<file path="src/rtl/dpwm_sr_pkg.sv">
`timescale 1ns/1ps
package dpwm_sr_pkg;
  typedef enum logic {PH_A = 1'b0, PH_B = 1'b1} phase_e;

  // clamp a signed step count to 0..max
  function automatic int sat_steps(input int steps, input int max);
    if (steps < 0) return 0;
    if (steps > max) return max;
    return steps;
  endfunction
endpackage

</file>
<file path="src/rtl/dpwm_phase_gen.sv">
`timescale 1ns/1ps
module dpwm_phase_gen
  import dpwm_sr_pkg::*;
(
  input  logic clk_i,
  input  logic rst_ni,
  input  logic cycle_i,
  input  logic req_i,
  input  logic trip_i,
  output logic raw_a_o,
  output logic raw_b_o
);
  phase_e phase_q, phase_d;
  logic   trip_q, trip_d, on_d;
  logic   raw_a_q, raw_b_q;

  always_comb begin
    phase_d = cycle_i ? phase_e'(~phase_q) : phase_q;
    // a new period clears the old latch, a trip in the same cycle re-arms it
    trip_d  = trip_i | (trip_q & ~cycle_i);
    on_d    = req_i & ~trip_d;
  end

  always_ff @(posedge clk_i or negedge rst_ni) begin
    if (!rst_ni) begin
      phase_q <= PH_A;
      trip_q  <= 1'b0;
      raw_a_q <= 1'b0;
      raw_b_q <= 1'b0;
    end else begin
      phase_q <= phase_d;
      trip_q  <= trip_d;
      raw_a_q <= on_d & (phase_d == PH_A);
      raw_b_q <= on_d & (phase_d == PH_B);
    end
  end

  assign raw_a_o = raw_a_q;
  assign raw_b_o = raw_b_q;

  a_r10_trip_kills: assert property (@(posedge clk_i) disable iff (!rst_ni)
    trip_i |=> (!raw_a_q && !raw_b_q));
  a_r10_trip_holds: assert property (@(posedge clk_i) disable iff (!rst_ni)
    (trip_q && !cycle_i) |=> (!raw_a_q && !raw_b_q));
endmodule

</file>
<file path="src/rtl/dpwm_dly_decode.sv">
`timescale 1ns/1ps
module dpwm_dly_decode
  import dpwm_sr_pkg::*;
#(
  parameter int CODE_W  = 8,
  parameter int MID     = 128,
  parameter int DEAD    = 4,
  parameter int MAX_DLY = 30,
  parameter int DLY_W   = 5
) (
  input  logic              clk_i,
  input  logic              rst_ni,
  input  logic              load_i,
  input  logic [CODE_W-1:0] code_i,
  output logic [DLY_W-1:0]  pwm_dly_o,
  output logic [DLY_W-1:0]  sr_dly_o
);
  localparam int LO = MID - DEAD;
  localparam int HI = MID + DEAD;

  int code_int;
  logic [DLY_W-1:0] pwm_d, sr_d, pwm_q, sr_q;

  always_comb begin
    code_int = int'(code_i);
    pwm_d    = DLY_W'(sat_steps(LO - code_int, MAX_DLY));
    sr_d     = DLY_W'(sat_steps(code_int - HI, MAX_DLY));
  end

  always_ff @(posedge clk_i or negedge rst_ni) begin
    if (!rst_ni) begin
      pwm_q <= '0;
      sr_q  <= '0;
    end else if (load_i) begin
      pwm_q <= pwm_d;
      sr_q  <= sr_d;
    end
  end

  assign pwm_dly_o = pwm_q;
  assign sr_dly_o  = sr_q;

  a_r8_saturate: assert property (@(posedge clk_i) disable iff (!rst_ni)
    (int'(pwm_q) <= MAX_DLY) && (int'(sr_q) <= MAX_DLY));
  a_r5_one_group: assert property (@(posedge clk_i) disable iff (!rst_ni)
    !((pwm_q != '0) && (sr_q != '0)));
  a_r9_hold: assert property (@(posedge clk_i) disable iff (!rst_ni)
    !load_i |=> ($stable(pwm_q) && $stable(sr_q)));
endmodule

</file>
<file path="src/rtl/dpwm_dly_line.sv">
`timescale 1ns/1ps
module dpwm_dly_line #(
  parameter int MAX_DLY = 30,
  parameter int DLY_W   = 5
) (
  input  logic             clk_i,
  input  logic             rst_ni,
  input  logic             d_i,
  input  logic [DLY_W-1:0] sel_p_i,
  input  logic [DLY_W-1:0] sel_s_i,
  output logic             q_p_o,
  output logic             q_s_o
);
  localparam int TAPS = 1 << DLY_W;

  logic [MAX_DLY-1:0] sh_q;
  logic [TAPS-1:0]    taps;

  always_ff @(posedge clk_i or negedge rst_ni) begin
    if (!rst_ni) sh_q <= '0;
    else         sh_q <= {sh_q[MAX_DLY-2:0], d_i};
  end

  // tap 0 is the undelayed input, tap k is k cycles late
  assign taps  = TAPS'({sh_q, d_i});
  assign q_p_o = taps[sel_p_i];
  assign q_s_o = taps[sel_s_i];
endmodule

</file>
<file path="src/rtl/dpwm_sr_timing.sv">
`timescale 1ns/1ps
module dpwm_sr_timing #(
  parameter int CODE_W  = 8,
  parameter int MID     = 128,
  parameter int DEAD    = 4,
  parameter int MAX_DLY = 30
) (
  input  logic              clk_i,
  input  logic              rst_ni,
  input  logic              cycle_i,
  input  logic              pulse_req_i,
  input  logic              trip_i,
  input  logic [CODE_W-1:0] skew_code_i,
  output logic              pwm_a_o,
  output logic              pwm_b_o,
  output logic              sr_an_o,
  output logic              sr_bn_o
);
  localparam int DLY_W = $clog2(MAX_DLY + 1);
  localparam int LANES = 2;

  logic [LANES-1:0] raw, pwm_tap, sr_tap;
  logic [DLY_W-1:0] pwm_dly, sr_dly;

  dpwm_phase_gen u_phase (
    .clk_i   (clk_i),
    .rst_ni  (rst_ni),
    .cycle_i (cycle_i),
    .req_i   (pulse_req_i),
    .trip_i  (trip_i),
    .raw_a_o (raw[0]),
    .raw_b_o (raw[1])
  );

  dpwm_dly_decode #(
    .CODE_W(CODE_W), .MID(MID), .DEAD(DEAD), .MAX_DLY(MAX_DLY), .DLY_W(DLY_W)
  ) u_decode (
    .clk_i     (clk_i),
    .rst_ni    (rst_ni),
    .load_i    (cycle_i),
    .code_i    (skew_code_i),
    .pwm_dly_o (pwm_dly),
    .sr_dly_o  (sr_dly)
  );

  for (genvar g = 0; g < LANES; g++) begin : g_lane
    dpwm_dly_line #(.MAX_DLY(MAX_DLY), .DLY_W(DLY_W)) u_line (
      .clk_i   (clk_i),
      .rst_ni  (rst_ni),
      .d_i     (raw[g]),
      .sel_p_i (pwm_dly),
      .sel_s_i (sr_dly),
      .q_p_o   (pwm_tap[g]),
      .q_s_o   (sr_tap[g])
    );
  end

  assign pwm_a_o = pwm_tap[0];
  assign pwm_b_o = pwm_tap[1];
  assign sr_an_o = ~sr_tap[0];
  assign sr_bn_o = ~sr_tap[1];

  a_r4_complement: assert property (@(posedge clk_i) disable iff (!rst_ni)
    (pwm_dly == '0 && sr_dly == '0) |-> (sr_an_o != pwm_a_o) && (sr_bn_o != pwm_b_o));
  a_r4_cross_pair: assert property (@(posedge clk_i) disable iff (!rst_ni)
    (pwm_dly == '0 && sr_dly == '0) |-> ((!pwm_a_o || sr_bn_o) && (!pwm_b_o || sr_an_o)));
  a_r1_idle: assert property (@(posedge clk_i)
    !rst_ni |-> (!pwm_a_o && !pwm_b_o && sr_an_o && sr_bn_o));
endmodule

</file>
<file path="config.mk">
export PLATFORM = sky130hd
export DESIGN_NAME = dpwm_sr_timing
export DESIGN_NICKNAME = d
export VERILOG_FILES = /design/src/rtl/dpwm_sr_pkg.sv /design/src/rtl/dpwm_phase_gen.sv /design/src/rtl/dpwm_dly_decode.sv /design/src/rtl/dpwm_dly_line.sv /design/src/rtl/dpwm_sr_timing.sv
export SDC_FILE = /design/constraint.sdc
export NUM_CORES = 1
export LEC_CHECK = 0
export ABC_AREA = 1
export BUFFER_PORTS_ARGS = -buffer_cell sky130_fd_sc_hd__buf_4
export CORE_ASPECT_RATIO = 0.8
export CORE_MARGIN = 1
export CORE_UTILIZATION = 55
export DETAILED_ROUTE_END_ITERATION = 16
export GPL_ROUTABILITY_DRIVEN = 0
export PLACE_DENSITY = 0.8
export SLEW_MARGIN = 20
export SYNTH_ARGS = -nofsm -noshare
export SYNTH_HDL_FRONTEND = slang
export SYNTH_SLANG_ARGS = --single-unit
</file>
<file path="constraint.sdc">
create_clock -name clk_i -period 3.2 [get_ports clk_i]
set_input_delay 0.64 -clock clk_i [delete_from_list [all_inputs] [get_ports clk_i]]
set_output_delay 0.64 -clock clk_i [all_outputs]
set_load 0.01 [all_outputs]
</file>
After elaboration in Yosys (flattened, before gate mapping)
Cells that the tools add are included.

Add/subtract/negate cells: 2. $lt $le $gt $ge: 6. Multiplexer cells: 21. Bitwise operators: 11.

Operators with widths (count): 2-to-1 mux 5 bit (6); binary-select mux 1 bit (select 5 bit) (4); greater-than comparator 9 x 6 -> 1 bit (second input constant) (2); < comparator 9 x 1 -> 1 bit (second input constant) (2); < comparator 5 x 6 -> 1 bit (second input constant) (2); 2-to-1 mux 1 bit (11); subtractor 7 x 8 -> 9 bit (first input constant) (1); subtractor 8 x 8 -> 9 bit (second input constant) (1); inverter 1 bit (6); AND 1 bit (4); OR 1 bit (1).

Bits in registers: 74. Bits of input ports: 13. Output and inout bits: 4. Word-level logic and storage cells: 48.

Longest topological paths before layout
Depth after elaboration: 6. Depth in mapped cells: 13. Depth with buffers taken out: 13.

By module
From an unflattened synthesis, not the netlist that was laid out.

Cells, all modules: 493. Area, all modules: 3938.8 µm².

Modules (own cells, without submodules): dpwm_dly_line (times used 2, cells an instance 185, area an instance 1480.2 µm², seq. area each 750.7 µm²); dpwm_dly_decode (times used 1, cells an instance 103, area an instance 799.5 µm², seq. area each 250.2 µm²); dpwm_phase_gen (times used 1, cells an instance 18, area an instance 171.4 µm², seq. area each 100.1 µm²); dpwm_sr_timing (times used 1, cells an instance 2, area an instance 7.5 µm², seq. area each 0.0 µm²).

Worst setup path before layout
No wires, ideal clock.

Kind: register -> output. Start: register u_decode.pwm_q[0] (netlist: u_decode.pwm_dly_o[0]). End: output port pwm_a_o. Data arrival time: 1154 ps. Data required time: 2560 ps. Slack: 1406 ps. Stages on the path, launching flop included: 9. Path buffers: 2. Cell sequence: dfrtp_1 buf_4 nor2_4 buf_6 nand2_1 o2111ai_1 nand3_1 nand3_1 nand2_1.

Longest elaborated chain between the ends: 2.

Ends and longest elaborated chain: from (decl) (line dpwm_dly_decode.sv:22) `logic [DLY_W-1:0] pwm_d, sr_d, pwm_q, sr_q;`; from (signal assigned) (line dpwm_dly_decode.sv:35) `pwm_q <= pwm_d;`; binary-select mux 1 bit (select 5 bit) (line dpwm_dly_line.sv:26) `assign q_p_o = taps[sel_p_i];`; 2-to-1 mux 1 bit (implied by the code) (line dpwm_dly_line.sv:26); to (decl) (line dpwm_sr_timing.sv:14) `output logic pwm_a_o,`.

No other way between the ends. The select of a mux whose other input is x is not followed.

Worst setup path after layout
Start: register u_decode.sr_q[0] (netlist: u_decode.sr_dly_o[0]). End: output port sr_bn_o.

Longest elaborated chain between the ends: 3.

Ends and longest elaborated chain: from (decl) (line dpwm_dly_decode.sv:22); from (signal assigned) (line dpwm_dly_decode.sv:36) `sr_q <= sr_d;`; binary-select mux 1 bit (select 5 bit) (line dpwm_dly_line.sv:27) `assign q_s_o = taps[sel_s_i];`; 2-to-1 mux 1 bit (implied by the code) (line dpwm_dly_line.sv:27); inverter 1 bit (line dpwm_sr_timing.sv:61) `assign sr_bn_o = ~sr_tap[1];`; to (decl) (line dpwm_sr_timing.sv:17) `output logic sr_bn_o`.

No other way between the ends. The select of a mux whose other input is x is not followed.

==> out/summary.log <==
qor: routing.drt-pass1-iter-count 5
qor: layout.drive_gt1_frac 0.108
qor: global_route.wire_length_of_the_first_global_routing_pass 14.6 mm
qor: setup_path.setup.worst_path.start u_decode.sr_dly_o[0]
qor: cts.cts_tree done
qor: cts.clock_sink_count 74
qor: logic_synthesis.yosysUniqueCellTypes 27
qor: placement.place.port_buffers 16
qor: pwr.fin_total_pwr 0.00242 W
qor: cts.cts-htree-levels 3
qor: die.floorplan.die.width 92.9 um
qor: timing.rsz_0062_raised_after_global_routing false
qor: timing.clock.fmax 341 MHz
qor: setup_path.critical_path_class flop to output pin
qor: global_route.antenna_found_initial 0
qor: logic_synthesis.number_of_instances_in_the_synthesized_netlist 439
qor: cts.worst_skew_pair_later_pin_latency 0.35 ns
qor: setup_path.startpoint_type flop
qor: die.io-pin-count 17
qor: pwr.p_leak 1.98 nW
qor: setup_path.regToRegStartpoint u_decode.sr_dly_o[0]
qor: setup_path.reg2reg_setup_slack 2.30 ns
qor: die.num_rows 26
qor: die.core_area 6380 um^2
qor: placement.dpl.hpwl 5.77 mm
qor: pwr.pwr_density_cell 608 nW/um^2
qor: timing.timing.final.crit_period 2.93 ns
qor: routing.totalWireLength 8.76 mm
qor: logic_synthesis.synth-seq-area-share 0.509
qor: layout.number_of_inserted_diodes 0
qor: routing.detail_route.vias_per_cell 5.90
qor: routing.vias 3,169
qor: timing.worst_pin_slew 0.898 ns
qor: layout.nFillCells 556
qor: die.initial_core_util 0.571
qor: routing.drt-wirelength-per-cell 16.3 um
qor: logic_synthesis.register_bit_count_reported_by_yosys 74
qor: timing.finalHoldWorstSlack 0.376 ns
qor: layout.syn2layout_area_growth 9.56%
qor: setup_path.r2r_cells 2
qor: timing.relSlewSlack 0.401
qor: layout.final_net_count 468
qor: global_route.grt_max_degree 75
qor: cts.cts_setup_buffers 0
qor: cts.path_clk_slew 0.07 ns
qor: setup_path.worstPathRequired 2.56 ns
qor: timing.final.period_utilization 0.915
qor: logic_synthesis.mappedNetlistArea 3640 um^2
qor: global_route.via_count_of_the_first_global_routing_pass 3,009
qor: pwr.worst_ir_drop_vdd 364 uV
qor: timing.fin_tns_setup 0 ns
qor: setup_path.endpoint sr_bn_o
qor: logic_synthesis.synth.avg_cell_area 8.29 um^2
qor: global_route.grt_remaining_overflow 0
qor: worst_hold_path.timing.hold.worst.class flop to flop
qor: timing.setup_viol 0
qor: global_route.grtUsageTotal 0.278
qor: die.fp.dieArea 6950 um^2
qor: cts.numCtsBuffers 9
qor: timing.clock_skew 0.00606 ns
qor: cts.postCtsResizedCells 0
qor: logic_synthesis.yosys_warnings 0
qor: setup_path.critPathArrivalTime 2.29 ns
qor: setup_path.timing.rr.end u_decode.sr_dly_o[0]
qor: setup_path.path_max_fanout 25
qor: cts.clock_tree.root_cell sky130_fd_sc_hd__clkbuf_8
qor: logic_synthesis.syn_nets 458
qor: setup_path.crit_path_end_kind output pin
qor: flow_run.max_cap_viol_count 0
qor: timing.final-max-slew-violation-count 0
qor: routing.drcViolationCount 0
qor: cts.ctsLongestPathBuffers 2
qor: routing.final_antenna_net_count 0
qor: routing.first_iter_violations 246
qor: timing.total_count_of_hold_check_failures_in_the_final_report 0
qor: cts.holdBufCountCts 0
qor: die.chipHeight 74.8 um
qor: status.status finished clean
area by class of cell:
type / count / area (um^2) / share of cell area
clock buffer: 10 / 138 / 0.0345
timing repair buffer: 18 / 135 / 0.0339
clock inverter: 5 / 103 / 0.0257
multi-input combinational: 300 / 1480 / 0.371
tap: 84 / 105 / 0.0264
sequential: 74 / 1850 / 0.465
inverter: 46 / 173 / 0.0433
how the worst min path moves through the flow:
stage,start,to,slack (ns),cells after the start
5_1_grt,g_lane[1].u_line.sh_q[13],g_lane[1].u_line.sh_q[14],0.39,0
4_1_cts,g_lane[0].u_line.sh_q[27],g_lane[0].u_line.sh_q[28],0.38,0
3_3_place_gp,g_lane[1].u_line.sh_q[13],g_lane[1].u_line.sh_q[14],0.36,0
2_1_floorplan,rst_ni,g_lane[0].u_line.sh_q[0],0.34,0
3_5_place_dp,g_lane[0].u_line.sh_q[27],g_lane[0].u_line.sh_q[28],0.36,0
6_report,g_lane[1].u_line.sh_q[17],g_lane[1].u_line.sh_q[18],0.38,0
through the flow:
stage | instance area, um^2 | worst slack [ns] | util | std cells
after floorplan | 3640 | 1.41 | - | 439
after global placement | 3740 | 0.585 | 0.587 | 522
after detailed placement | 3740 | 0.583 | 0.587 | 522
after CTS | 3990 | 0.185 | 0.625 | 537
after global routing | 3990 | 0.167 | 0.625 | 537
final | 3990 | 0.271 | 0.625 | 537
flip-flops by register name, indices dropped and copies added (netlist names):
register	flops
g_lane.u_line.sh_q	60
u_decode.pwm_dly_o	5
u_decode.sr_dly_o	5
u_phase.phase_q	1
u_phase.raw_a_o	1
u_phase.raw_b_o	1
u_phase.trip_q	1
power by group:
part	switching (W)	internal [W]
sequential	0.000119	0.00105
combinational	0.000250	0.000145
clock	0.000331	0.000533
synth_stat cells:
cell type / count / share of area
sky130_fd_sc_hd__buf_4: 6 / 0.012
sky130_fd_sc_hd__nand2_2: 3 / 0.0052
sky130_fd_sc_hd__o2111ai_1: 12 / 0.029
sky130_fd_sc_hd__xnor2_1: 1 / 0.0024
sky130_fd_sc_hd__nand2_1: 131 / 0.14
sky130_fd_sc_hd__buf_6: 4 / 0.012
sky130_fd_sc_hd__clkbuf_1: 1 / 0.0010
sky130_fd_sc_hd__nor2_1: 16 / 0.017
sky130_fd_sc_hd__nor3_2: 1 / 0.0028
sky130_fd_sc_hd__dfrtp_1: 74 / 0.51
sky130_fd_sc_hd__nand4_1: 2 / 0.0034
sky130_fd_sc_hd__nor3_1: 1 / 0.0014
sky130_fd_sc_hd__xor2_1: 4 / 0.0096
sky130_fd_sc_hd__nand3_2: 1 / 0.0028
sky130_fd_sc_hd__clkinv_1: 1 / 0.0010
sky130_fd_sc_hd__ha_1: 6 / 0.021
sky130_fd_sc_hd__nor2_4: 3 / 0.0093
sky130_fd_sc_hd__o21ai_2: 1 / 0.0024
sky130_fd_sc_hd__inv_2: 6 / 0.0062
sky130_fd_sc_hd__inv_1: 39 / 0.040
sky130_fd_sc_hd__o21ai_1: 16 / 0.022
sky130_fd_sc_hd__buf_2: 8 / 0.011
sky130_fd_sc_hd__o211ai_1: 5 / 0.010
sky130_fd_sc_hd__a21oi_1: 19 / 0.026
sky130_fd_sc_hd__nand3_1: 59 / 0.081
sky130_fd_sc_hd__nand3b_1: 1 / 0.0021
sky130_fd_sc_hd__o21ai_0: 18 / 0.025
cell usage in the layout, fill, tap and decap left out, drive strengths merged:
cell,netlist,layout
a21oi,19,19
buf,18,18
bufinv,0,3
clkbuf,1,10
clkinv,1,2
clkinvlp,0,1
dfrtp,74,74
ha,6,6
inv,45,45
nand2,134,134
nand3,60,60
nand3b,1,1
nand4,2,2
nor2,19,19
nor3,2,2
o2111ai,12,12
o211ai,5,5
o21ai,35,35
xnor2,1,1
xor2,4,4
kinds of logic after synthesis:
kind of cell	Yosys count	share of synthesized area
simple gates	218	0.260
flops	74	0.509
compound gates	71	0.115
buf+inv	65	0.0842
fa+ha+maj	6	0.0206
xor+xnor	5	0.0120
worst max-delay path: stages (launching register included):
cell and delay (ns):
sky130_fd_sc_hd__dfrtp_1 0.57, sky130_fd_sc_hd__buf_4 0.33, sky130_fd_sc_hd__nor2_4 0.33, sky130_fd_sc_hd__a21oi_1 0.12, sky130_fd_sc_hd__o21ai_1 0.10, sky130_fd_sc_hd__nand3_1 0.13, sky130_fd_sc_hd__nand3_1 0.13, sky130_fd_sc_hd__nand2_1 0.08
sky130_fd_sc_hd__buf_4 0.14
routing by layer:
layer  vias up  part of all wire  track usage
met5         -                 0            0
met1      1474              0.44        0.371
met2       200              0.44        0.426
met4         0             0.023        0.126
li1       1463                 -            -
met3        32             0.092       0.0788
Note: power is estimated with default switching activity, not from simulation.
